## src/rtl/tracker_pkg.sv

```systemverilog
package tracker_pkg;

  localparam int SUB_PAGES = 4;

  localparam logic [1:0] PLANE_INDEXED = 2'd0;
  localparam logic [1:0] PLANE_DIRECT  = 2'd1;
  localparam logic [1:0] PLANE_CONTROL = 2'd2;

  typedef enum logic [1:0] {
    S_IDLE  = 2'd0,
    S_SCAN  = 2'd1,
    S_EMIT  = 2'd2,
    S_CLEAR = 2'd3
  } scan_state_t;

  // strobes from the walk control to the flag store
  typedef struct packed {
    logic clearRange;
    logic deepSel;
  } store_ctl_t;

endpackage

```

## src/rtl/band_dirty_store.sv

```systemverilog
module band_dirty_store
  import tracker_pkg::*;
#(
  parameter int NUM_BANDS  = 192,
  parameter int ADDR_W     = 24,
  parameter int PAGE_SHIFT = 12,
  parameter int BAND_W     = $clog2(NUM_BANDS + 1)
) (
  input  logic              clk,
  input  logic              rstN,
  input  logic              snoopValid,
  input  logic [1:0]        snoopPlane,
  input  logic [ADDR_W-1:0] snoopAddr,
  input  logic              invalidate,
  input  store_ctl_t        ctl,
  input  logic [BAND_W-1:0] bandIdx,
  input  logic [BAND_W-1:0] clrLo,
  input  logic [BAND_W-1:0] clrHi,
  output logic              bandDirty
);

  localparam int DEEP_PAGES = NUM_BANDS * SUB_PAGES;
  localparam int PAGE_W     = ADDR_W - PAGE_SHIFT;
  localparam int PAD_W      = 2 ** BAND_W;

  logic [NUM_BANDS-1:0]  idxBits, idxSet, idxClr, bandVec;
  logic [DEEP_PAGES-1:0] dirBits, dirSet, dirClr;
  logic [DEEP_PAGES-1:0] ctlBits, ctlSet, ctlClr;
  logic [PAGE_W-1:0]     snoopPage;
  logic [PAD_W-1:0]      bandPad;
  logic                  unusedLowBits;

  assign snoopPage     = snoopAddr[ADDR_W-1:PAGE_SHIFT];
  assign unusedLowBits = ^snoopAddr[PAGE_SHIFT-1:0];

  generate
    for (genvar b = 0; b < NUM_BANDS; b++) begin : g_band
      assign idxSet[b] = snoopValid && (snoopPlane == PLANE_INDEXED) &&
                         (snoopPage == PAGE_W'(b));
      assign idxClr[b] = ctl.clearRange && (BAND_W'(b) >= clrLo) &&
                         (BAND_W'(b) <= clrHi);
      assign bandVec[b] = idxBits[b] ||
                          (ctl.deepSel && ((|dirBits[b*SUB_PAGES +: SUB_PAGES]) ||
                                           (|ctlBits[b*SUB_PAGES +: SUB_PAGES])));
    end
    for (genvar p = 0; p < DEEP_PAGES; p++) begin : g_page
      logic inRange;
      assign inRange   = ctl.clearRange && ctl.deepSel &&
                         (BAND_W'(p / SUB_PAGES) >= clrLo) &&
                         (BAND_W'(p / SUB_PAGES) <= clrHi);
      assign dirSet[p] = snoopValid && (snoopPlane == PLANE_DIRECT) &&
                         (snoopPage == PAGE_W'(p));
      assign ctlSet[p] = snoopValid && (snoopPlane == PLANE_CONTROL) &&
                         (snoopPage == PAGE_W'(p));
      assign dirClr[p] = inRange;
      assign ctlClr[p] = inRange;
    end
  endgenerate

  // a set in the same cycle as a clear leaves the flag high
  always_ff @(posedge clk) begin
    if (!rstN) begin
      idxBits <= '0;
      dirBits <= '0;
      ctlBits <= '0;
    end else if (invalidate) begin
      idxBits <= '1;
      dirBits <= '1;
      ctlBits <= '1;
    end else begin
      idxBits <= (idxBits & ~idxClr) | idxSet;
      dirBits <= (dirBits & ~dirClr) | dirSet;
      ctlBits <= (ctlBits & ~ctlClr) | ctlSet;
    end
  end

  assign bandPad   = PAD_W'(bandVec);
  assign bandDirty = bandPad[bandIdx];

endmodule

```

## src/rtl/band_scan_ctrl.sv

```systemverilog
module band_scan_ctrl
  import tracker_pkg::*;
#(
  parameter int NUM_BANDS      = 192,
  parameter int LINES_PER_BAND = 4,
  parameter int BAND_W         = $clog2(NUM_BANDS + 1),
  parameter int LINE_W         = $clog2(NUM_BANDS * LINES_PER_BAND + 1)
) (
  input  logic              clk,
  input  logic              rstN,
  input  logic              start,
  input  logic              deepMode,
  input  logic [LINE_W-1:0] height,
  input  logic              bandDirty,
  input  logic              rectReady,
  output logic [BAND_W-1:0] bandIdx,
  output logic [BAND_W-1:0] clrLo,
  output logic [BAND_W-1:0] clrHi,
  output store_ctl_t        ctl,
  output logic              rectValid,
  output logic [LINE_W-1:0] rectY,
  output logic [LINE_W-1:0] rectH,
  output logic              done
);

  localparam int LPB_SHIFT = $clog2(LINES_PER_BAND);

  scan_state_t       state;
  logic [BAND_W-1:0] band, runStart, minBand, maxBand, bandLimit, limitNext;
  logic              inRun, anyDirty, lastRect, deepSel;
  logic [LINE_W:0]   roundUp, bandsNeeded;

  function automatic logic [LINE_W-1:0] lineOf(input logic [BAND_W-1:0] b);
    return LINE_W'(b) << LPB_SHIFT;
  endfunction

  assign roundUp     = {1'b0, height} + (LINE_W + 1)'(LINES_PER_BAND - 1);
  assign bandsNeeded = roundUp >> LPB_SHIFT;
  assign limitNext   = (bandsNeeded > (LINE_W + 1)'(NUM_BANDS)) ?
                       BAND_W'(NUM_BANDS) : BAND_W'(bandsNeeded);

  always_ff @(posedge clk) begin
    if (!rstN) begin
      state     <= S_IDLE;
      band      <= '0;
      runStart  <= '0;
      minBand   <= '0;
      maxBand   <= '0;
      bandLimit <= '0;
      inRun     <= 1'b0;
      anyDirty  <= 1'b0;
      lastRect  <= 1'b0;
      deepSel   <= 1'b0;
      rectY     <= '0;
      rectH     <= '0;
    end else begin
      unique case (state)
        S_IDLE: begin
          if (start) begin
            state     <= S_SCAN;
            band      <= '0;
            inRun     <= 1'b0;
            anyDirty  <= 1'b0;
            bandLimit <= limitNext;
            deepSel   <= deepMode;
          end
        end
        S_SCAN: begin
          if (band >= bandLimit) begin
            if (inRun) begin
              rectY    <= lineOf(runStart);
              rectH    <= lineOf(band) - lineOf(runStart);
              inRun    <= 1'b0;
              lastRect <= 1'b1;
              state    <= S_EMIT;
            end else begin
              state <= S_CLEAR;
            end
          end else if (bandDirty) begin
            if (!inRun) begin
              inRun    <= 1'b1;
              runStart <= band;
            end
            if (!anyDirty) minBand <= band;
            maxBand  <= band;
            anyDirty <= 1'b1;
            band     <= band + 1'b1;
          end else begin
            band <= band + 1'b1;
            if (inRun) begin
              rectY    <= lineOf(runStart);
              rectH    <= lineOf(band) - lineOf(runStart);
              inRun    <= 1'b0;
              lastRect <= 1'b0;
              state    <= S_EMIT;
            end
          end
        end
        S_EMIT: begin
          if (rectReady) state <= lastRect ? S_CLEAR : S_SCAN;
        end
        S_CLEAR: begin
          state <= S_IDLE;
        end
        default: state <= S_IDLE;
      endcase
    end
  end

  assign bandIdx        = band;
  assign clrLo          = minBand;
  assign clrHi          = maxBand;
  assign ctl.clearRange = (state == S_CLEAR) && anyDirty;
  assign ctl.deepSel    = deepSel;
  assign rectValid      = (state == S_EMIT);
  assign done           = (state == S_CLEAR);

endmodule

```

## src/rtl/dirty_band_tracker.sv

```systemverilog
module dirty_band_tracker
  import tracker_pkg::*;
#(
  parameter int NUM_BANDS      = 192,
  parameter int LINES_PER_BAND = 4,
  parameter int ADDR_W         = 24,
  parameter int PAGE_SHIFT     = 12,
  parameter int LINE_W         = $clog2(NUM_BANDS * LINES_PER_BAND + 1)
) (
  input  logic              clk,
  input  logic              rstN,
  input  logic              snoopValid,
  input  logic [1:0]        snoopPlane,
  input  logic [ADDR_W-1:0] snoopAddr,
  input  logic              invalidate,
  input  logic              deepMode,
  input  logic [LINE_W-1:0] height,
  input  logic              start,
  output logic              rectValid,
  input  logic              rectReady,
  output logic [LINE_W-1:0] rectY,
  output logic [LINE_W-1:0] rectH,
  output logic              done
);

  localparam int BAND_W = $clog2(NUM_BANDS + 1);

  store_ctl_t        ctl;
  logic [BAND_W-1:0] bandIdx, clrLo, clrHi;
  logic              bandDirty;

  band_dirty_store #(
    .NUM_BANDS (NUM_BANDS),
    .ADDR_W    (ADDR_W),
    .PAGE_SHIFT(PAGE_SHIFT),
    .BAND_W    (BAND_W)
  ) i_store (
    .clk       (clk),
    .rstN      (rstN),
    .snoopValid(snoopValid),
    .snoopPlane(snoopPlane),
    .snoopAddr (snoopAddr),
    .invalidate(invalidate),
    .ctl       (ctl),
    .bandIdx   (bandIdx),
    .clrLo     (clrLo),
    .clrHi     (clrHi),
    .bandDirty (bandDirty)
  );

  band_scan_ctrl #(
    .NUM_BANDS     (NUM_BANDS),
    .LINES_PER_BAND(LINES_PER_BAND),
    .BAND_W        (BAND_W),
    .LINE_W        (LINE_W)
  ) i_ctrl (
    .clk      (clk),
    .rstN     (rstN),
    .start    (start),
    .deepMode (deepMode),
    .height   (height),
    .bandDirty(bandDirty),
    .rectReady(rectReady),
    .bandIdx  (bandIdx),
    .clrLo    (clrLo),
    .clrHi    (clrHi),
    .ctl      (ctl),
    .rectValid(rectValid),
    .rectY    (rectY),
    .rectH    (rectH),
    .done     (done)
  );

endmodule

```

## config.mk

```make
export PLATFORM = sky130hd
export DESIGN_NAME = dirty_band_tracker
export DESIGN_NICKNAME = d
export VERILOG_FILES = /design/src/rtl/tracker_pkg.sv /design/src/rtl/band_dirty_store.sv /design/src/rtl/band_scan_ctrl.sv /design/src/rtl/dirty_band_tracker.sv
export SDC_FILE = /design/constraint.sdc
export NUM_CORES = 2
export LEC_CHECK = 0
export ABC_AREA = 1
export BUFFER_PORTS_ARGS = -buffer_cell sky130_fd_sc_hd__buf_2
export CAP_MARGIN = 0
export CORE_MARGIN = 3
export CORE_UTILIZATION = 30
export DETAILED_ROUTE_END_ITERATION = 10
export PLACE_DENSITY = 0.45
export SETUP_SLACK_MARGIN = 0.02
export SYNTH_ARGS = -nofsm -noshare
export SYNTH_HDL_FRONTEND = slang
export SYNTH_SLANG_ARGS = --single-unit
```

## constraint.sdc

```tcl
create_clock -name clk -period 3.2 [get_ports clk]
set_input_delay 0.32 -clock clk [delete_from_list [all_inputs] [get_ports clk]]
set_output_delay 0.32 -clock clk [all_outputs]
set_load 0.02 [all_outputs]
```

=== Yosys cells after proc, flatten, opt, wreduce, memory -nomap -nowiden ===
Cells that the tools add are included.

* Register bits after elaboration: 1794
* Input bits: 43
* Output and inout port bits: 22

* Bitwise gates (word level): 11
* Equal/unequal tests: 779
* Magnitude comparators: 387
* $add $sub $neg: 3
* Mux-type cells: 34
* Reductions and logical operators: 3475

{| class="wikitable"
|+ Operators with widths
! operator !! count
|-
| $eq 12x10->1 const B || 256
|-
| $eq 12x9->1 const B || 256
|-
| $logic_and 1x1->1 || 2693
|-
| $and 768x768->768 || 2
|-
| $eq 12x8->1 const B || 128
|-
| $mux 768 || 2
|-
| $or 768x768->768 || 2
|-
| $reduce_or 4->1 || 384
|-
| $eq 12x7->1 const B || 64
|-
| $not 768->768 || 1
|-
| $ge 7x8->1 const A || 64
|-
| $ge 8x8->1 const A || 64
|-
| $le 7x8->1 const A || 64
|-
| $le 8x8->1 const A || 64
|-
| $eq 12x6->1 const B || 32
|-
| $logic_or 1x1->1 || 384
|-
| $ge 6x8->1 const A || 32
|-
| $le 6x8->1 const A || 32
|-
| $and 192x192->192 || 1
|-
| $eq 12x5->1 const B || 16
|-
| $mux 192 || 1
|-
| $not 192->192 || 1
|-
| $or 192x192->192 || 1
|-
| $ge 5x8->1 const A || 16
|-
| other kinds (40) || 129
|}

=== Logic depth before layout (Yosys ltp) ===
* Depth after elaboration: 9
* Depth in mapped cells: 22
* Mapped depth without buffers: 20

=== By module ===
From an unflattened synthesis, not the netlist that was laid out.

* Cells, all modules: 10729
* Area, all modules: 80922.6 um^2

{| class="wikitable"
|+ By module, submodules not included
! module !! seq. area each (um^2) !! times used !! cells each !! area an instance (um^2)
|-
| band_dirty_store || 34593.2 || 1 || 10257 || 77559.4
|-
| band_scan_ctrl || 1241.2 || 1 || 472 || 3363.2
|}

=== Worst setup path after synthesis ===
OpenSTA, ideal clock, no wires.

* Path type: flip-flop to flip-flop
* From: reg i_ctrl.band[0], in the netlist i_ctrl.bandIdx[0]
* To: reg i_ctrl.rectH[8]
* Setup slack: 0.784 ns
* Data required time: 3.085 ns
* Stages on the path, launching flop included: 16
* Data arrival time: 2.301 ns
* Setup time: 0.115 ns
* Period minus slack after synthesis: 2.416 ns
* Cells stage by stage: dfxtp_1 -> buf_4 -> inv_2 -> buf_6 -> buf_6 -> buf_4 -> ha_1 -> fa_1 -> o21ai_0 -> a21oi_1 -> nor2_1 -> nor2_1 -> xor2_1 -> nand3_1 -> nand2_1 -> nor2_1

* Word-level cells in the longest chain between the ends: 4
* Elaborated cells on any way between the ends: 9
* Classes of those cells: add/sub: 1; order compare: 1; eq/ne: 1; mux: 5; reduce/logical: 1

{| class="wikitable"
|+ Ends and longest elaborated chain
! item !! line !! text
|-
| start: declaration || band_scan_ctrl.sv:29 || <nowiki>logic [BAND_W-1:0] band, runStart, minBand, maxBand, bandLimit, limitNext;</nowiki>
|-
| start signal: assignment || band_scan_ctrl.sv:87 || <nowiki>band <= band + 1'b1;</nowiki>
|-
| start signal: assignment || band_scan_ctrl.sv:89 || <nowiki>band <= band + 1'b1;</nowiki>
|-
| $bmux 1 s8 / $sub 10x10->10 (equally long branches) || band_dirty_store.sv:78, band_scan_ctrl.sv:72, band_scan_ctrl.sv:92 ||
|-
| $mux 1 (implied by the code) / $mux 10 (equally long branches) || band_dirty_store.sv:78, band_scan_ctrl.sv:70, band_scan_ctrl.sv:90 ||
|-
| $ne 2x1->1 (no line) / $mux 10 (equally long branches) || -- ||
|-
| $reduce_and 2->1 (no line) / $mux 10 (equally long branches) || -- ||
|-
| end signal: assignment || band_scan_ctrl.sv:72 || <nowiki>rectH <= lineOf(band) - lineOf(runStart);</nowiki>
|-
| end signal: assignment || band_scan_ctrl.sv:92 || <nowiki>rectH <= lineOf(band) - lineOf(runStart);</nowiki>
|-
| end: declaration || band_scan_ctrl.sv:22 || <nowiki>output logic [LINE_W-1:0] rectH,</nowiki>
|}

Several ways; a longest one is shown, not always the timed one. The select of a mux whose other input is x is not followed.
A chain may end at the register's enable or synchronous reset.

=== Final worst setup path ===
* From: reg i_ctrl.band[1], in the netlist i_ctrl.bandIdx[1]
* To: reg i_ctrl.rectH[2]

* Word-level cells in the longest chain between the ends: 4
* Elaborated cells on any way between the ends: 6
* Classes of those cells: order compare: 1; eq/ne: 1; mux: 3; reduce/logical: 1

{| class="wikitable"
|+ Ends and longest elaborated chain
! item !! line !! text
|-
| $bmux 1 s8 || band_dirty_store.sv:78 || <nowiki>assign bandDirty = bandPad[bandIdx];</nowiki>
|-
| $mux 1 (implied by the code) || band_dirty_store.sv:78 ||
|-
| $ne 2x1->1 (no line) || -- ||
|-
| $reduce_and 2->1 (no line) || -- ||
|}

Several ways; a longest one is shown, not always the timed one. The select of a mux whose other input is x is not followed.

==> flow_summary.yaml <==
status:
  status: "completed"
yosys:
  ys_ff_latch: 1790
  synth_ff_type: "dfxtp_1"
  syn_avg_cell_area_um2: 7.487
  synth.top_cell.area_share_pct: 44.66
  synth_edf_count: 0
  async_flop_share_pct: 0
  yosysWarnings: 0
  ys_seq_area_share_pct: 44.66
  yosysUniqueCellTypes: 45
  netlist_area_mm2: 0.08023
  synth_cells: 10720
  synthTopCellsByArea: "dfxtp_1 (45%), nand2_1 (7.7%), a21oi_1 (7.0%)"
  yosysTopAreaCell: "dfxtp_1"
clock_tree:
  htree_levels: 4
  clkTransAtPathRegs_ps: 60
  postCtsSetupBuffers: 0
  numClockSinks: 1790
  clock_path_buffers: 4
  cts_tree: "yes"
  cts_root_buf: "clkbuf_16"
  insertion_delay_ps: 910
  cts_buffers: 212
critical_path:
  crit_path_end_kind: "flop"
  cp_max_fo: 33
  rr_startpoint: "i_ctrl.bandIdx[1]"
  cp-start-kind: "flop"
  startpoint: "i_ctrl.bandIdx[1]"
  worstPathRequired_ps: 3970
  cp.arrival_ps: 3880
  critPathKind: "reg2reg"
route:
  wl_per_cell_um: 25.38
  routed_wl_mm: 364.0
  ant_nets: 0
  dr.pass1.iters: 6
  drc: 0
  drtIter0Drc: 9522
  vias: 84330
  routed_via_density: 5.880
floorplanning:
  core_mm2: 0.2656
  die_h_um: 523.2
  num_rows: 189
  pin_count: 65
  dieArea_mm2: 0.2737
  dieWidth_um: 523.2
  initial_core_util_pct: 30.21
power:
  clkPwrFrac_pct: 43.5
  power.internal_w: 0.04115
  power_density_mw_per_mm2: 598.2
  power.leakage_nw: 35.53
  combPwrFrac_pct: 13.2
  p_switching_w: 0.01604
  vdd_ir_drop_max_mv: 0.5467
  netSwitchingFraction_pct: 28.05
  power_frac_seq_pct: 43.3
layout:
  fin_area_mm2: 0.09560
  fin_util_pct: 36.00
  regArea_mm2: 0.03585
  drive_gt1_share_pct: 10.59
  fin_nets: 10690
  syn2layout_area_growth_pct: 19.15
  multi_input_area_mm2: 0.03952
  num-fill-cells: 27530
  fin_cells: 14340
place:
  placed_cell_area_mm2: 0.08822
  portBuffers: 48
  hpwlAfterDp_mm: 239.8
  dp.cells: 13930
  gp_routability_congestion: 0.9795
flow_run:
  cap_viol_max_count: 0
global_route:
  grt_use_total_pct: 25.44
  overflow: 0
  grt_max_degree: 133
  antenna_found_initial: 16
  grt_pass1_wl_mm: 533.6
  grt_pass1_vias: 78350
timing:
  fin_crit_sh_pct: 97.01
  timing.fmax_mhz: 322.1
  maxSlewHeadroom_pct: 8.111
  rsz0062_at_grt: "no"
  worstMarginPinSlew_ps: 1373
  setup-violations-final: 0
  period_needed_ps: 3104
  finClkSkew_ps: 84.16
  drv_slew: 0
  hold_violations: 0
  setup_tns_ps: 0
hold_path:
  hold_class: "in2reg"
  hold_start: "snoopPlane[0]"
==> layout by cell type, fill, tap and decap left out, types with 216 or more instances in the layout <==
cell / Yosys / layout
nor2_1: 1260 / 1234
o21ai_0: 217 / 216
nand2_1: 1636 / 1634
nand4_1: 636 / 636
a21oi_1: 1123 / 1123
nand3_1: 783 / 781
a31oi_1: 874 / 874
dfxtp_1: 1790 / 1785
a22oi_1: 379 / 379
buf_4: 11 / 497
a32oi_1: 436 / 436
==> timing repair <==
action                                  in CTS  in global routing
endpoints found under the hold margin       21                  0
endpoints found under the setup margin       0                 36
resized for setup                            0                 11
hold buffers                                21                  0
==> cell usage after synthesis (217+ instances only) <==
library cell  instances
dfxtp_1            1790
nand2_1            1636
nor2_1             1260
a21oi_1            1123
clkbuf_1            893
a31oi_1             874
nand3_1             783
nand4_1             636
a32oi_1             436
a22oi_1             379
inv_1               223
o21ai_0             217
==> critical path, cell delays in order, from the launching register on <==
cell,delay (ps)
dfxtp_2,340
inv_2,400
buf_4,270
a21oi_1,50
nand2_1,50
nand3_1,210
nand3_1,220
nand3_1,260
nand2_1,200
nand2_1,80
nand3_1,190
nand2_2,130
nand2_1,130
buf_12,190
nand3_1,100
nand2_1,80
nor2_1,40
==> cell type report <==
| type | instances | share of cell area, % |
|---|---|---|
| clock inverters | 63 | 0.8795 |
| inverters | 253 | 1.026 |
| well taps | 3533 | 4.624 |
| multi-input cells | 7635 | 41.34 |
| clock buffers | 313 | 6.543 |
| flip-flops and latches | 1790 | 37.50 |
| diodes | 13 | 0.03403 |
| repair buffers | 742 | 8.058 |
==> registers in the layout (all words and copies together) (netlist names), 2 cells and up <==
signal	flops
i_store.dirBits	768
i_ctrl.bandIdx	8
i_ctrl.bandLimit	8
i_ctrl.clrHi	8
i_ctrl.state	2
i_store.ctlBits	768
i_store.idxBits	192
i_ctrl.runStart	8
i_ctrl.clrLo	8
i_ctrl.rectH	8
i_ctrl.rectY	8
==> power by group through the flow <==
stage / combinational [W] / sequential, W / clock (W)
2_1_floorplan: 0.00462 / 0.0250 / 0
4_1_cts: 0.00737 / 0.0248 / 0.0254
3_3_place_gp: 0.00725 / 0.0252 / 0
6_report: 0.00752 / 0.0248 / 0.0249
5_1_grt: 0.00813 / 0.0249 / 0.0263
3_5_place_dp: 0.00734 / 0.0252 / 0
==> path summary, 6_finish.rpt <==
check	endpoint	slack (ps)	cells past startpoint
worst max register to register	i_ctrl.rectH[2]	100	16
worst max-delay path	i_ctrl.rectH[2]	100	16
worst min register to register	i_store.ctlBits[636]	470	2
worst min-delay path	i_store.ctlBits[5]	120	5
==> per-stage QoR <==
step | hold WS (ps) | power [W] | worst slack [ps]
2_1_floorplan | 437.1 | 0.02963 | 783.6
3_3_place_gp | 451.6 | 0.03243 | 55.32
3_5_place_dp | 453.8 | 0.03255 | 63.98
4_1_cts | 47.55 | 0.05749 | 64.13
5_1_grt | 96.56 | 0.05935 | 21.99
6_report | 117.2 | 0.05719 | 95.53
==> cells by family after synthesis <==
group / synth area share (%)
flops: 44.66
buf+inv: 6.299
simple gates: 24.92
xor+xnor: 0.1310
compound gates: 23.71
fa+ha+maj: 0.2745
other cells: 0.004674
==> per-layer routing <==
metal | track usage (%) | part of all wire, % | vias to the layer above
met5 | 0 | 0.0080 | -
met4 | 9.216 | 3.9 | 4
met3 | 4.224 | 7.4 | 664
met2 | 38.98 | 44 | 3542
met1 | 35.81 | 45 | 41390
li1 | - | - | 38730
Power figures use the tool's default switching activity.
